[src/rtl/gpio_mask_port.sv]
module gpio_mask_port #(
  parameter int NPINS = 8,
  parameter int ADDR_W = 12,
  parameter logic [NPINS-1:0] PULL_UP = NPINS'('h0F)
) (
  input  logic              clk,
  input  logic              rst_n,
  input  logic [ADDR_W-1:0] addr,
  input  logic [NPINS-1:0]  wdata,
  input  logic              wen,
  output logic [NPINS-1:0]  rdata,
  input  logic [NPINS-1:0]  pin_in,
  output logic [NPINS-1:0]  pin_out,
  output logic [NPINS-1:0]  pin_oe
);
  localparam int MSB = NPINS + 2;
  localparam logic [ADDR_W-1:0] DIR_OFS = ADDR_W'(1) << MSB;

  logic [NPINS-1:0] sync1, sync2, data_q, dir_q, hold_q;
  logic [NPINS-1:0] amask, wmask;
  logic hit_data, hit_dir;

  assign hit_data = (addr[ADDR_W-1:MSB] == '0);
  assign hit_dir  = (addr == DIR_OFS);
  assign amask    = addr[MSB-1:2];
  assign wmask    = (wen && hit_data) ? amask : '0;

  assign rdata = hit_data ? (data_q & amask) :
                 hit_dir  ? dir_q : '0;

  assign pin_out = (dir_q & data_q) | (~dir_q & PULL_UP) |
                   (~dir_q & ~PULL_UP & hold_q);
  assign pin_oe  = dir_q;

  always_ff @(posedge clk) begin
    if (!rst_n) begin
      sync1  <= '0;
      sync2  <= '0;
      data_q <= '0;
      dir_q  <= '0;
      hold_q <= PULL_UP;
    end else begin
      sync1  <= pin_in;
      sync2  <= sync1;
      data_q <= (dir_q & ((wmask & wdata) | (~wmask & data_q))) | (~dir_q & sync2);
      if (wen && hit_dir) dir_q <= wdata;
      hold_q <= pin_out;
    end
  end
endmodule


[config.mk]
export PLATFORM = sky130hd
export DESIGN_NAME = gpio_mask_port
export DESIGN_NICKNAME = d
export VERILOG_FILES = /design/src/rtl/gpio_mask_port.sv
export SDC_FILE = /design/constraint.sdc
export NUM_CORES = 1
export LEC_CHECK = 0
export CAP_MARGIN = 20
export CORE_ASPECT_RATIO = 2
export CORE_MARGIN = 2
export CORE_UTILIZATION = 27
export CTS_CLUSTER_DIAMETER = 80
export DETAILED_ROUTE_END_ITERATION = 16
export GPL_ROUTABILITY_DRIVEN = 0
export PLACE_DENSITY = 0.51
export SKIP_LAST_GASP = 1
export SLEW_MARGIN = 20
export SYNTH_ARGS = -nofsm -noshare
export SYNTH_HDL_FRONTEND = slang
export SYNTH_SLANG_ARGS = --single-unit
[constraint.sdc]
create_clock -name clk -period 1.8 [get_ports clk]
set_clock_uncertainty 0.2 [all_clocks]
set_input_delay 0.36 -clock clk [delete_from_list [all_inputs] [get_ports clk]]
set_output_delay 0.36 -clock clk [all_outputs]
set_load 0.01 [all_outputs]
==> results.json <==
{
  "die_width_microns": 56.1,
  "reg2reg_slack_ps": 670,
  "worstPathRequired_ps": 1240,
  "min_path_cells": 3,
  "final-setup-viol-count": 8,
  "detailed_router_iteration_count_before_antenna_repair": 4,
  "first_pass_grt_wire_length_microns": 6180,
  "clockRootBuffer": "sky130_fd_sc_hd__clkbuf_8",
  "dominant_combinational_cell_family_by_area_after_synthesis": "simple AND/OR/NAND/NOR gates",
  "synth.cell_area_sq_um": 1460,
  "cts.path.max_buffers": 2,
  "crit_path_max_fanout": 4,
  "synth-simple-area-share": 0.256,
  "post_synth.cell_area_avg_sq_um": 10.3,
  "vdd_ir_drop_max_v": 0.000644,
  "timing.critical_path.arrival_ps": 1410,
  "power.leakage_uw": 0.00107,
  "initialDrtViolationCount": 20,
  "drc_errors": 0,
  "core_area_sq_um": 5330,
  "worst_r2r_path_depth": 2,
  "io_buffers": 54,
  "clock.fmax_mhz": 507,
  "final_hold_viol_count": 0,
  "status": "complete, but fails checks",
  "fp.dieH_microns": 108,
  "synth.area.mux_share": 0.0855,
  "antenna_cells_inserted": 0,
  "cap_violations": 0,
  "nFillCells": 550,
  "period_needed_ps": 1970,
  "drt-total-wl_microns": 3650,
  "global_route.usage.total": 0.127,
  "placed_area_sq_um": 2230,
  "final_common_cell": "sky130_fd_sc_hd__dfxtp_1",
  "synth-xor-area-share": 0,
  "fp.dieArea_sq_um": 6060,
  "post_route_cells_drive_above_1_share": 0.336,
  "tritoncts": "done",
  "initial_antenna_violation_count": 0,
  "worstReg2RegEnd": "hold_q[5]$_SDFF_PN0_",
  "post_synth_main_area_contributors": "sky130_fd_sc_hd__dfxtp_1, sky130_fd_sc_hd__and2_1, sky130_fd_sc_hd__mux2i_1, sky130_fd_sc_hd__a32o_1, sky130_fd_sc_hd__nand2_1",
  "synth.yosys.warnings": 0,
  "hold_class": "in -> reg",
  "timing.slew.headroom": 0.827,
  "timing.final.max_slew_violations": 0,
  "p_per_area_nw_per_um2": 687,
  "finalWorstSetupSlack_ps": -171,
  "synth-adder-area-share": 0,
  "grt.overflow.total": 0,
  "synthDominantAreaCellType": "sky130_fd_sc_hd__dfxtp_1",
  "setup.worst_path.class": "in -> out",
  "area_growth_from_synthesis_to_layout_pct": 57.9,
  "tritoncts_num_sinks": 36,
  "pin_count_of_the_biggest_net_entering_global_routing": 45,
  "yosys.area.top_type_share": 0.492,
  "detail-route-antenna-nets": 0,
  "holdBufCountCts": 0,
  "route.vias.total": 1297,
  "area_of_all_placed_cells_without_fillers_sq_um": 2310,
  "pin_count": 55,
  "final_cell_mix": "sky130_fd_sc_hd__dfxtp_1, sky130_fd_sc_hd__buf_4, sky130_fd_sc_hd__and2_1, sky130_fd_sc_hd__clkdlybuf4s50_1, sky130_fd_sc_hd__nand2_1",
  "transition_time_of_the_tightest_slew_check_pin_ps": 260,
  "dp_hpwl_microns": 2690,
  "fin_util": 0.434,
  "tritoncts.num_buffers": 5,
  "placedCellCount": 273,
  "drt-vias-per-instance": 4.58,
  "violations": "setup timing",
  "synth_nets": 173,
  "post_synth_inst_count": 142,
  "post-route-period-util": 1.10,
  "nNetsFinal": 254,
  "hold-worst-slack_ps": 228,
  "floorplan.initialDensity": 0.275,
  "clkSlewWorstSetupHoldPaths_ps": 70,
  "synth_sequential_area_ratio": 0.492,
  "routedWlPerCell_microns": 12.9,
  "htree_num_levels": 2,
  "seq_cells_post_synth": 36,
  "fp-row-count": 38,
  "dp_worst_setup_slack_ps": -991,
  "post_layout_nonfiller_instances": 283,
  "start_kind": "primary input",
  "rsz0062_at_grt": "yes",
  "holdCritStartpoint": "addr[5]",
  "synthDistinctLibCells": 24,
  "worst_skew_pair.late_latency_ps": 280,
  "crit-reg2reg-launch": "pin_oe[5]$_SDFFE_PN0P_",
  "cp_endpoint_kind": "output pin",
  "vias_in_the_first_global_route": 1275,
  "synth_compound_gate_area_share": 0.141
}
==> cell usage after synthesis <==
library cell	count
sky130_fd_sc_hd__mux2_2	4
sky130_fd_sc_hd__and3_1	1
sky130_fd_sc_hd__nor2_1	1
sky130_fd_sc_hd__a32o_2	1
sky130_fd_sc_hd__buf_6	1
sky130_fd_sc_hd__nor3b_2	1
sky130_fd_sc_hd__nand2b_1	4
sky130_fd_sc_hd__and2_1	20
sky130_fd_sc_hd__nand2_1	16
sky130_fd_sc_hd__o21ai_0	8
sky130_fd_sc_hd__dfxtp_1	36
sky130_fd_sc_hd__buf_4	1
sky130_fd_sc_hd__mux2i_1	8
sky130_fd_sc_hd__a21bo_2	4
sky130_fd_sc_hd__and4b_1	4
sky130_fd_sc_hd__nor4b_2	1
sky130_fd_sc_hd__clkbuf_1	5
sky130_fd_sc_hd__nor3_1	4
sky130_fd_sc_hd__nand3_1	4
sky130_fd_sc_hd__nand4_4	1
sky130_fd_sc_hd__nor4_2	2
sky130_fd_sc_hd__a32o_1	7
sky130_fd_sc_hd__a31oi_1	4
sky130_fd_sc_hd__a21oi_1	4
==> worst max-delay path: stages <==
cell                      delay, ps
sky130_fd_sc_hd__buf_8          100
sky130_fd_sc_hd__nor4b_4        260
sky130_fd_sc_hd__buf_4          150
sky130_fd_sc_hd__and3_4         180
sky130_fd_sc_hd__buf_6          110
sky130_fd_sc_hd__a32o_1         120
sky130_fd_sc_hd__buf_2          130
==> kinds of logic (layout without fill, tap and decap cells) <==
| logic type | Yosys count | in the layout |
|---|---|---|
| AO/OA/AOI/OAI | 28 | 28 |
| buffers and inverters | 7 | 88 |
| flip-flops | 36 | 36 |
| multiplexers | 12 | 12 |
| AND/OR/NAND/NOR | 59 | 59 |
==> layout make-up <==
class / instances / area (sq um) / area share
multi-input combinational: 99 / 728 / 0.315
tap: 60 / 75.1 / 0.0325
sequential: 36 / 727 / 0.315
timing repair buffer: 81 / 684 / 0.296
clock buffer: 7 / 96.3 / 0.0417
==> metrics by stage <==
stage / TNS (ps) / total power, uW
final: -1280 / 1590
after global routing: -1770 / 1670
after CTS: -1300 / 1610
after detailed placement: -11180 / 1010
after global placement: -11200 / 1010
after floorplan: 0 / 886
==> per-layer routing <==
layer | global-route usage | routed length, microns
met3 | 0.0275 | 209
met4 | 0.0357 | 28
met1 | 0.179 | 1770
met5 | 0 | 0
met2 | 0.195 | 1640
==> where the power goes <==
group	leakage [uW]	internal [uW]	switching [uW]	total (uW)
registers	0.000297	818	5.71	823
logic	0.000721	100	63.0	163
clock network	0.0000503	341	259	600
==> timing repair <==
| item | 4_1_cts | 5_1_grt |
|---|---|---|
| pin swaps | 6 | 7 |
| resized for setup | 106 | 6 |
| setup endpoints to repair | 32 | 12 |
| buffers inserted | 2 | 1 |
==> worst max-delay path by stage <==
stage	slack [ps]	cells after the start	end	start
after detailed placement	-990	6	rdata[2]	addr[3]
after floorplan	10	4	rdata[0]	addr[7]
final	-170	7	rdata[4]	addr[9]
after global placement	-1010	7	rdata[1]	addr[7]
after global routing	-240	7	rdata[4]	addr[9]
after CTS	-180	7	rdata[1]	addr[11]
Power figures use the tool's default switching activity.
